<file path="config.mk">
export PLATFORM = sky130hd
export DESIGN_NAME = wdog_keyed_window
export DESIGN_NICKNAME = d
export VERILOG_FILES = /design/src/rtl/wdog_pkg.sv /design/src/rtl/wdog_regs.sv /design/src/rtl/wdog_xfer.sv /design/src/rtl/wdog_core.sv /design/src/rtl/wdog_keyed_window.sv
export SDC_FILE = /design/constraint.sdc
export NUM_CORES = 1
export LEC_CHECK = 0
export BUFFER_PORTS_ARGS = -buffer_cell sky130_fd_sc_hd__buf_2
export CORE_MARGIN = 10
export CORE_UTILIZATION = 45
export CTS_BUF_LIST = sky130_fd_sc_hd__clkbuf_16
export DETAILED_ROUTE_END_ITERATION = 8
export PLACE_DENSITY = 0.73
export SLEW_MARGIN = 20
export SYNTH_ARGS = -nofsm -noshare
export SYNTH_HDL_FRONTEND = slang
export SYNTH_SLANG_ARGS = --single-unit
</file>
<file path="constraint.sdc">
create_clock -name clk -period 6.4 [get_ports clk]
set_clock_uncertainty 0.15 [all_clocks]
set_input_delay 0.64 -clock clk [delete_from_list [all_inputs] [get_ports clk]]
set_output_delay 0.64 -clock clk [all_outputs]
set_load 0.02 [all_outputs]
</file>
<file path="src/rtl/wdog_pkg.sv">
// Shared constants for the keyed watchdog: register offsets, key words and
// the status layout. Assumes word-aligned byte offsets on a 5-bit address.
package wdog_pkg;
    localparam int ADDR_W = 5;
    localparam int KEY_W  = 16;

    localparam logic [ADDR_W-1:0] OFS_CMD = 5'h00;
    localparam logic [ADDR_W-1:0] OFS_PSC = 5'h04;
    localparam logic [ADDR_W-1:0] OFS_RLD = 5'h08;
    localparam logic [ADDR_W-1:0] OFS_STS = 5'h0C;
    localparam logic [ADDR_W-1:0] OFS_WIN = 5'h10;

    localparam logic [KEY_W-1:0] KEY_OPEN    = 16'h5555;
    localparam logic [KEY_W-1:0] KEY_REFRESH = 16'hAAAA;
    localparam logic [KEY_W-1:0] KEY_RUN     = 16'hCCCC;

    // Status bits, LSB first: prescaler, reload, window hand-over busy.
    typedef struct packed {
        logic win_busy;
        logic rld_busy;
        logic psc_busy;
    } wdog_status_t;
endpackage

</file>
<file path="src/rtl/wdog_regs.sv">
// Register front end: decodes command keys, holds the lock flag and the
// written configuration values. Assumes single-cycle writes with no wait states.
module wdog_regs
    import wdog_pkg::*;
#(
    parameter int CNT_W = 12,
    parameter int PSC_W = 3
) (
    input  logic              clk,
    input  logic              rst_n,
    input  logic              we,
    input  logic [ADDR_W-1:0] addr,
    input  logic [KEY_W-1:0]  wdata,
    output logic [PSC_W-1:0]  psc_q,
    output logic [CNT_W-1:0]  rld_q,
    output logic [CNT_W-1:0]  win_q,
    output logic              psc_wr,
    output logic              rld_wr,
    output logic              win_wr,
    output logic              cmd_refresh,
    output logic              cmd_run
);
    logic unlocked;
    logic cmd_wr;

    // Decode write strobes and one-cycle command pulses.
    always_comb begin
        cmd_wr      = we && (addr == OFS_CMD);
        cmd_refresh = cmd_wr && (wdata == KEY_REFRESH);
        cmd_run     = cmd_wr && (wdata == KEY_RUN);
        psc_wr      = we && unlocked && (addr == OFS_PSC);
        rld_wr      = we && unlocked && (addr == OFS_RLD);
        win_wr      = we && unlocked && (addr == OFS_WIN);
    end

    // Hold the lock flag and the configuration values.
    always_ff @(posedge clk) begin
        if (!rst_n) begin
            unlocked <= 1'b0;
            psc_q    <= '0;
            rld_q    <= '1;
            win_q    <= '1;
        end else begin
            if (cmd_wr) unlocked <= (wdata == KEY_OPEN);
            if (psc_wr) psc_q <= wdata[PSC_W-1:0];
            if (rld_wr) rld_q <= wdata[CNT_W-1:0];
            if (win_wr) win_q <= wdata[CNT_W-1:0];
        end
    end

    assert_open_key_R2: assert property (@(posedge clk) disable iff (!rst_n)
        (we && addr == OFS_CMD && wdata == KEY_OPEN) |=> unlocked);
    assert_other_key_locks_R3: assert property (@(posedge clk) disable iff (!rst_n)
        (we && addr == OFS_CMD && wdata != KEY_OPEN) |=> !unlocked);
    assert_locked_holds_R3: assert property (@(posedge clk) disable iff (!rst_n)
        !$past(unlocked) |-> ($stable(psc_q) && $stable(rld_q) && $stable(win_q)));
endmodule

</file>
<file path="src/rtl/wdog_xfer.sv">
// Hand-over slot: after a write, waits SYNC_TICKS watchdog ticks, then
// copies the written value into the active copy. A new write restarts the wait.
module wdog_xfer #(
    parameter int              W          = 12,
    parameter int              SYNC_TICKS = 3,
    parameter logic [W-1:0]    RST_VAL    = '0
) (
    input  logic         clk,
    input  logic         rst_n,
    input  logic         tick,
    input  logic         load,
    input  logic [W-1:0] din,
    output logic [W-1:0] act,
    output logic         busy
);
    localparam int SW = $clog2(SYNC_TICKS + 1);
    logic [SW-1:0] wait_q;

    // Count ticks while busy and commit the value on the last one.
    always_ff @(posedge clk) begin
        if (!rst_n) begin
            busy   <= 1'b0;
            wait_q <= '0;
            act    <= RST_VAL;
        end else if (load) begin
            busy   <= 1'b1;
            wait_q <= '0;
        end else if (busy && tick) begin
            if (wait_q == SW'(SYNC_TICKS - 1)) begin
                act  <= din;
                busy <= 1'b0;
            end else begin
                wait_q <= wait_q + 1'b1;
            end
        end
    end

    assert_busy_on_load_R4: assert property (@(posedge clk) disable iff (!rst_n)
        load |=> busy);
    assert_commit_only_when_busy_R4: assert property (@(posedge clk) disable iff (!rst_n)
        !$past(busy) |-> $stable(act));
    assert_no_tick_no_commit_R10: assert property (@(posedge clk) disable iff (!rst_n)
        (busy && !tick && !load) |=> busy);
endmodule

</file>
<file path="src/rtl/wdog_core.sv">
// Counting core: prescaler, down-counter, underflow and window check.
// Assumes refresh and run pulses are never asserted in the same cycle.
module wdog_core #(
    parameter int CNT_W         = 12,
    parameter int PSC_W         = 3,
    parameter int DIV_BASE_LOG2 = 2,
    parameter int DIV_MAX_CODE  = 6
) (
    input  logic             clk,
    input  logic             rst_n,
    input  logic             tick,
    input  logic [PSC_W-1:0] psc_act,
    input  logic [CNT_W-1:0] rld_act,
    input  logic [CNT_W-1:0] win_act,
    input  logic             cmd_refresh,
    input  logic             cmd_run,
    output logic [CNT_W-1:0] cnt,
    output logic             rst_req
);
    localparam int DIV_W = DIV_BASE_LOG2 + DIV_MAX_CODE;

    logic             running;
    logic [DIV_W-1:0] div_q;
    logic [DIV_W-1:0] div_lim;
    logic [PSC_W-1:0] code_eff;
    logic             win_on;

    // Clamp the prescaler code and derive the divider's last count.
    always_comb begin
        code_eff = (psc_act > PSC_W'(DIV_MAX_CODE)) ? PSC_W'(DIV_MAX_CODE) : psc_act;
        div_lim  = DIV_W'((1 << (int'(code_eff) + DIV_BASE_LOG2)) - 1);
        win_on   = (win_act != '1);
    end

    // Run the prescaler and counter, and raise the one-cycle request.
    always_ff @(posedge clk) begin
        if (!rst_n) begin
            running <= 1'b0;
            div_q   <= '0;
            cnt     <= '1;
            rst_req <= 1'b0;
        end else begin
            rst_req <= 1'b0;
            if (cmd_run) running <= 1'b1;
            if (cmd_refresh) begin
                div_q <= '0;
                cnt   <= rld_act;
                if (running && win_on && (cnt > win_act)) rst_req <= 1'b1;
            end else if (running && tick) begin
                if (div_q >= div_lim) begin
                    div_q <= '0;
                    if (cnt == '0) begin
                        rst_req <= 1'b1;
                        cnt     <= rld_act;
                    end else begin
                        cnt <= cnt - 1'b1;
                    end
                end else begin
                    div_q <= div_q + 1'b1;
                end
            end
        end
    end

    assert_run_sticky_R5: assert property (@(posedge clk) disable iff (!rst_n)
        running |=> running);
    assert_idle_frozen_R5: assert property (@(posedge clk) disable iff (!rst_n)
        (!running && !cmd_refresh) |=> $stable(cnt));
    assert_step_one_R6: assert property (@(posedge clk) disable iff (!rst_n)
        (!$past(cmd_refresh) && !rst_req) |->
            ((cnt == $past(cnt)) || (cnt == CNT_W'($past(cnt) - 1'b1))));
    assert_req_reloads_R7: assert property (@(posedge clk) disable iff (!rst_n)
        rst_req |-> (cnt == $past(rld_act)));
    assert_req_needs_run_R9: assert property (@(posedge clk) disable iff (!rst_n)
        rst_req |-> $past(running));
endmodule

</file>
<file path="src/rtl/wdog_keyed_window.sv">
// Top of the keyed windowed watchdog: register front end, three hand-over
// slots and the counting core. Assumes wdg_tick is a single-cycle enable.
module wdog_keyed_window
    import wdog_pkg::*;
#(
    parameter int CNT_W         = 12,
    parameter int PSC_W         = 3,
    parameter int SYNC_TICKS    = 3,
    parameter int DIV_BASE_LOG2 = 2,
    parameter int DIV_MAX_CODE  = 6
) (
    input  logic              clk,
    input  logic              rst_n,
    input  logic              wdg_tick,
    input  logic              bus_we,
    input  logic [ADDR_W-1:0] bus_addr,
    input  logic [KEY_W-1:0]  bus_wdata,
    output logic [31:0]       bus_rdata,
    output logic [CNT_W-1:0]  wdg_count,
    output logic              wdg_rst_req
);
    logic [PSC_W-1:0] psc_q, psc_act;
    logic [CNT_W-1:0] rld_q, rld_act, win_q, win_act;
    logic             psc_wr, rld_wr, win_wr, cmd_refresh, cmd_run;
    wdog_status_t     sts;

    wdog_regs #(.CNT_W(CNT_W), .PSC_W(PSC_W)) u_regs (
        .clk(clk), .rst_n(rst_n), .we(bus_we), .addr(bus_addr), .wdata(bus_wdata),
        .psc_q(psc_q), .rld_q(rld_q), .win_q(win_q),
        .psc_wr(psc_wr), .rld_wr(rld_wr), .win_wr(win_wr),
        .cmd_refresh(cmd_refresh), .cmd_run(cmd_run)
    );

    wdog_xfer #(.W(PSC_W), .SYNC_TICKS(SYNC_TICKS), .RST_VAL('0)) u_xfer_psc (
        .clk(clk), .rst_n(rst_n), .tick(wdg_tick), .load(psc_wr), .din(psc_q),
        .act(psc_act), .busy(sts.psc_busy)
    );
    wdog_xfer #(.W(CNT_W), .SYNC_TICKS(SYNC_TICKS), .RST_VAL('1)) u_xfer_rld (
        .clk(clk), .rst_n(rst_n), .tick(wdg_tick), .load(rld_wr), .din(rld_q),
        .act(rld_act), .busy(sts.rld_busy)
    );
    wdog_xfer #(.W(CNT_W), .SYNC_TICKS(SYNC_TICKS), .RST_VAL('1)) u_xfer_win (
        .clk(clk), .rst_n(rst_n), .tick(wdg_tick), .load(win_wr), .din(win_q),
        .act(win_act), .busy(sts.win_busy)
    );

    wdog_core #(.CNT_W(CNT_W), .PSC_W(PSC_W), .DIV_BASE_LOG2(DIV_BASE_LOG2),
                .DIV_MAX_CODE(DIV_MAX_CODE)) u_core (
        .clk(clk), .rst_n(rst_n), .tick(wdg_tick),
        .psc_act(psc_act), .rld_act(rld_act), .win_act(win_act),
        .cmd_refresh(cmd_refresh), .cmd_run(cmd_run),
        .cnt(wdg_count), .rst_req(wdg_rst_req)
    );

    // Return the addressed register, zero-extended; unmapped offsets read 0.
    always_comb begin
        bus_rdata = '0;
        case (bus_addr)
            OFS_PSC: bus_rdata = 32'(psc_q);
            OFS_RLD: bus_rdata = 32'(rld_q);
            OFS_STS: bus_rdata = 32'(sts);
            OFS_WIN: bus_rdata = 32'(win_q);
            default: bus_rdata = '0;
        endcase
    end
endmodule

</file>
-- Word-level counts from Yosys, hierarchy flattened
Index checks and enable logic that the tools add are counted.
- flip-flop bits (word level): 86
- output and inout port bits: 45
- logic and storage cells: 104
- input bits: 25
- equal/unequal tests: 11
- $lt $le $gt $ge: 3
- bitwise gates (word level): 7
- shifts and indexed selects: 1
- multiplexer cells: 21
- reduce and logical (&&, ||, !) cells: 37
- add/subtract/negate cells: 7
- operator list (kind ; number):
    12-bit two-way mux ; 4
    12-bit case mux with 4 select lines ; 1
    16-bit == test (second input constant) ; 2
    1-bit by 32-bit left shift with 8-bit output (first input constant) ; 1
    16-bit by 15-bit == test with 1-bit output (second input constant) ; 1
    2-bit nonzero test ; 8
    1-bit two-way mux ; 14
    2-bit AND reduction ; 7
    1-bit logical AND ; 13
    12-bit > comparator ; 1
    12-bit logical NOT ; 1
    12-bit != test (second input constant) ; 1
    12-bit by 1-bit subtractor with 12-bit output (second input constant) ; 1
    5-bit by 4-bit == test with 1-bit output (second input constant) ; 2
    3-bit AND reduction ; 3
    8-bit by 1-bit adder with 8-bit output (second input constant) ; 1
    8-bit >= comparator ; 1
    8-bit two-way mux ; 1
    2-bit OR reduction ; 4
    8-bit by 2-bit subtractor with 8-bit output (second input constant) ; 1
    1-bit inverter ; 7
    2-bit by 1-bit adder with 2-bit output (second input constant) ; 3
    2-bit == test (second input constant) ; 3
    5-bit by 3-bit == test with 1-bit output (second input constant) ; 1
    other kinds (5) ; 5

-- Logic depth before layout (Yosys ltp)
- depth in word-level cells: 9
- depth in mapped cells: 12
- depth with buffers taken out: 11

-- Hierarchy
From an unflattened synthesis, not the netlist that was laid out.
- cell total of the unflattened synthesis: 572
- area, all modules: 5128.7 sq um
- modules (own cells, without submodules) (module ; times used ; cells an instance ; area an instance (sq um) ; sequential area each (sq um)):
    wdog_core ; 1 ; 226 ; 1775.5 ; 440.4
    wdog_xfer at u_xfer_rld ... ; 2 ; 67 ; 706.9 ; 300.3
    wdog_regs ; 1 ; 136 ; 1271.2 ; 560.5
    wdog_keyed_window ; 1 ; 47 ; 384.1 ; 0.0
    wdog_xfer at u_xfer_psc ; 1 ; 29 ; 284.0 ; 120.1

-- Least setup slack after synthesis
No wires, ideal clock.
- path kind: flip-flop to flip-flop
- from: register u_xfer_psc.act[1]
- to: register u_core.cnt[8]
- period minus slack after synthesis: 2.946 ns
- buffers on the path: 1
- cell stages (with the launch flop): 13
- arrival time: 2.665 ns
- path slack: 3.454 ns
- library setup time: 0.131 ns
- data required time: 6.119 ns
- cells stage by stage: dfxtp_1 inv_1 ha_1 nor3b_1 xnor2_1 nor2_1 ha_1 a21o_1 a221oi_2 a21oi_1 buf_4 a211oi_1 a211oi_2
- cells in the longest elaborated chain, start to end: 8
- ends and longest elaborated chain (item ; line ; RTL):
    from (decl) ; wdog_xfer.sv:13 ; output logic [W-1:0] act,
    from (signal assigned) ; wdog_xfer.sv:30 ; act <= din;
    3-bit > comparator ; wdog_core.sv:30 ; code_eff = (psc_act > PSC_W'(DIV_MAX_CODE)) ? PSC_W'(DIV_MAX_CODE) : psc_act;
    3-bit two-way mux * ; wdog_core.sv:30 ;
    3-bit by 2-bit adder with 4-bit output * ; wdog_core.sv:31 ; div_lim = DIV_W'((1 << (int'(code_eff) + DIV_BASE_LOG2)) - 1);
    1-bit by 32-bit left shift with 8-bit output * ; wdog_core.sv:31 ;
    8-bit by 2-bit subtractor with 8-bit output * ; wdog_core.sv:31 ;
    8-bit >= comparator * ; wdog_core.sv:50 ; if (div_q >= div_lim) begin
    2-bit nonzero test (no source line) * ; - ;
    2-bit AND reduction (no source line) * ; - ;
    to (signal assigned) ; wdog_core.sv:47 ; cnt <= rld_act;
    to (signal assigned) ; wdog_core.sv:54 ; cnt <= rld_act;
    to (signal assigned) ; wdog_core.sv:56 ; cnt <= cnt - 1'b1;
    to (decl) ; wdog_core.sv:17 ; output logic [CNT_W-1:0] cnt,
Every way passes the cells marked *; elsewhere a longest branch is shown, timed or not.
A chain may end at the register's enable or synchronous reset.

-- Worst setup path after layout
- from: register u_xfer_psc.act[1]
- to: register u_core.cnt[9]
Same word-level chain as after synthesis.

==> metrics.md <==
| Metric | Value |
|---|---|
| Status | `complete, no violations` |
| CP max stage delay | `0.42 ns` |
| Die Y | `122.1 µm` |
| Gate count of the mapped netlist | `564` |
| Commonest non-fill, non-tap cells in the layout | `nand2_1 (108), dfxtp_1 (86), buf_2 (49), nand3_1 (40), nor2_1 (33)` |
| Setup crit end kind | `register` |
| Setup TNS | `0 ns` |
| Largest family of logic cells by synthesized area | `simple AND/OR/NAND/NOR gates` |
| Worst Max-Slew Pin Slew | `0.9808 ns` |
| H-tree Lvls | `3` |
| Root Driver | `clkbuf_16` |
| Core Box Area | `10230 µm²` |
| Remaining antenna violation count after routing | `0` |
| CTS sink count | `86` |
| Hold path startpoint | `u_regs.unlocked$_SDFFE_PN0P_` |
| Starting Density | `45.88%` |
| FF-to-FF Start | `u_xfer_psc.act[1]$_SDFFE_PN0P_` |
| Wl on met1 | `5.709 mm` |
| Xor/xnor share of the synthesized area | `2.425%` |
| Avg WL per Cell | `16.18 µm` |
| RSZ-0062 raised after global routing | `false` |
| Antenna violations before repair | `0` |
| Worst setup startpoint | `u_xfer_psc.act[1]$_SDFFE_PN0P_` |
| Dpl cells | `725` |
| Post-CTS Setup Inserts | `0` |
| Routed WL | `11.99 mm` |
| Max-cap violation count | `0` |
| Post-synth cell types | `65` |
| Hold Path End | `u_regs.unlocked$_SDFFE_PN0P_` |
| Complex-gate fraction of the synthesized area | `16.12%` |
| Synth Area in Adders | `7.729%` |
| Iteration-0 DRC Markers | `291` |
| Vias | `4122` |
| Vias in the first global route | `4014` |
| Top sig layer | `met4` |
| Chip Width | `122.1 µm` |
| Worst min path class | `reg2reg` |
| CTS Buffer Depth | `2` |
| Clock Latency Late Sink | `0.33 ns` |
| PostCTS Resize Cnt | `0` |
| Final slew viol count | `0` |
| Post-synth EDFFs | `0` |
| Top-Level Pins | `70` |
| Final core area utilization | `51.03%` |
| Crit path arrival time | `3.38 ns` |
| Reg2Reg Depth | `12` |
| Worst hold path stage count | `2` |
| #FFs+latches synth | `86` |
| Final Hold Viols | `0` |
| Total power | `1.069 mW` |
| Crit path top cell by count | `ha_1` |
| Post-CTS Hold Buffers | `0` |
| Worst path cell trace | `inv_1 > ha_1 > nor3b_1 > xnor2_1 > nor2_1 > ha_1 > a21o_1 > a221oi_2 > a21oi_1 > clkbuf_4 > a311oi_1 > a211oi_1` |
| Non-Filler Instances | `741` |
| Crit path kind | `reg2reg` |
| Post-layout min period | `3.314 ns` |
| Ant diodes | `0` |
| Rows | `37` |
| Relative max-transition margin | `34.33%` |
| Mapped Area | `4695 µm²` |
| Largest net degree at the start of global routing | `77` |
| Asr flop ratio synth | `0%` |
| Simple-gate share of the synthesized area | `27.69%` |
| GRT Total Usage | `16.21%` |
| Yosys warns | `0` |
| Placer Congestion | `0.8585` |
| Post-route DRC violation count | `0` |
| Final worst-path cycle share | `51.79%` |
| P&R area growth vs syn | `11.22%` |
| Wire length on met2 | `5.299 mm` |
| Mux contribution to synthesized area | `1.706%` |
| Critical Path RT | `6.46 ns` |
| Worst VDD drop | `0.1203 mV` |
| Type of origin of the critical path | `register` |
| Critical-path top delay cell | `dfxtp_1` |
| DR pass1 iterations | `5` |
| Final #Nets | `655` |
| Post-DP HPWL | `8.923 mm` |
| CTS buffer count | `9` |
| Wire length on met3 | `873 µm` |
| CP max FO | `9` |
| First-pass GRT wire length | `19.96 mm` |
| Clock-pin slew on the worst setup and hold paths | `0.07 ns` |
| DR vias/cell | `5.563` |
| CTS tree | `yes` |
| Buffers added on ports | `49` |
| Layout cells sized above 1 | `13.72%` |
| Sequential share of the synthesized area | `36.67%` |
| Worst R2R Setup Slack | `3.09 ns` |
| Max Fclk | `301.7 MHz` |
| GR Overflow Total | `0` |
| Post-synthesis area per instance | `8.324 µm²` |
| Most common cell after layout, fill and taps aside | `nand2_1` |
| Main synth FF type | `dfxtp_1` |
| Die ar. | `14920 µm²` |
| RR Endpoint | `u_core.cnt[9]$_SDFFE_PN1P_` |
| Leak | `2.314 nW` |
| Cell Pwr Density | `204.6 nW/µm²` |
| Final setup fails | `0` |
cell families (layout without fill, tap and decap cells):
logic type,count (synthesis),in the layout
simple gates,257,257
compound gates,98,98
flops,86,86
buf+inv,72,94
fa+ha+maj,29,29
xor+xnor,13,13
mux,8,8
other cells,1,20
worst max path at each step:
| stage | end | slack, ns |
|---|---|---|
| detailed placement | u_core.cnt[3]$_SDFFE_PN1P_ | 2.71 |
| global route | u_core.cnt[8]$_SDFFE_PN1P_ | 2.85 |
| finish | u_core.cnt[9]$_SDFFE_PN1P_ | 3.09 |
| CTS | u_core.cnt[3]$_SDFFE_PN1P_ | 2.68 |
| global placement | u_core.cnt[3]$_SDFFE_PN1P_ | 2.87 |
| floorplan | u_core.cnt[8]$_SDFFE_PN1P_ | 3.45 |
cell type report:
cell class,count,area (µm²)
Clock buffer,9,225.2
Clock inverter,6,46.29
Fill cell,954,5010
Inverter,27,101.3
Multi-Input combinational cell,425,2689
Sequential cell,86,1722
Tap cell,136,170.2
Timing Repair Buffer,52,267.8
routing by layer:
metal  GRT usage [%]  vias to the layer above
met1           21.75                     1915
met2           25.07                      159
met3           4.718                        8
met4           3.976                        0
met5               0                        -
li1                -                     2040
metrics by stage:
stage	setup WS [ns]	hold slack [ns]	instance area, µm²
global route	2.854	0.3625	5221
finish	3.086	0.3281	5221
detailed placement	2.710	0.3182	4942
CTS	2.683	0.3287	5214
floorplan	3.454	0.2873	4766
global placement	2.874	0.3069	4942
flip-flops by register name (all words and copies together), names as in the netlist, 2 cells and up:
name / cells
u_xfer_rld.wait_q: 2
u_regs.psc_q: 3
u_xfer_psc.act: 3
u_core.div_q: 8
u_xfer_win.act: 12
u_regs.win_q: 12
u_xfer_win.wait_q: 2
u_xfer_psc.wait_q: 2
u_regs.rld_q: 12
u_xfer_rld.act: 12
u_core.cnt: 12
report_power, final:
part / total, mW / switching [mW] / internal (mW)
logic: 0.0509 / 0.0368 / 0.0141
clock network: 0.483 / 0.219 / 0.264
registers: 0.535 / 0.0000000542 / 0.535
total: 1.07 / 0.256 / 0.813
critical path, delay by kind of cell, from the launching register on:
kind | cells | cell delay (ns)
buffers and inverters | 2 | 0.35
XOR/XNOR | 1 | 0.15
AO/OA/AOI/OAI | 5 | 1.19
AND/OR/NAND/NOR | 2 | 0.31
flip-flops | 1 | 0.42
adder cells (fa/ha/maj) | 2 | 0.62
cell usage after synthesis (3+ instances only):
cell type,count,share of area [%]
a211oi_1,9,1.4
buf_4,21,3.4
inv_1,27,2.2
o21ai_0,4,0.43
nor3b_2,3,0.80
nand4_1,13,1.7
a21oi_1,9,0.96
mux2i_1,8,1.7
a21o_1,7,1.1
nor4_1,4,0.53
nor4bb_1,5,1.1
ha_1,29,7.7
nand2_1,108,8.6
xor2_1,5,0.93
and2_1,4,0.53
and3_1,5,0.67
clkbuf_1,18,1.4
o21ai_1,4,0.43
nor2b_1,12,1.6
o211ai_1,23,3.7
a22oi_1,7,1.1
dfxtp_1,86,37
nor2_1,33,2.6
o22ai_1,3,0.40
nand3_1,40,4.3
xnor2_1,8,1.5
a21boi_0,4,0.64
buf_2,5,0.53
nor3_1,9,0.96
a22o_1,9,1.7
(Power assumes the default switching activity.)
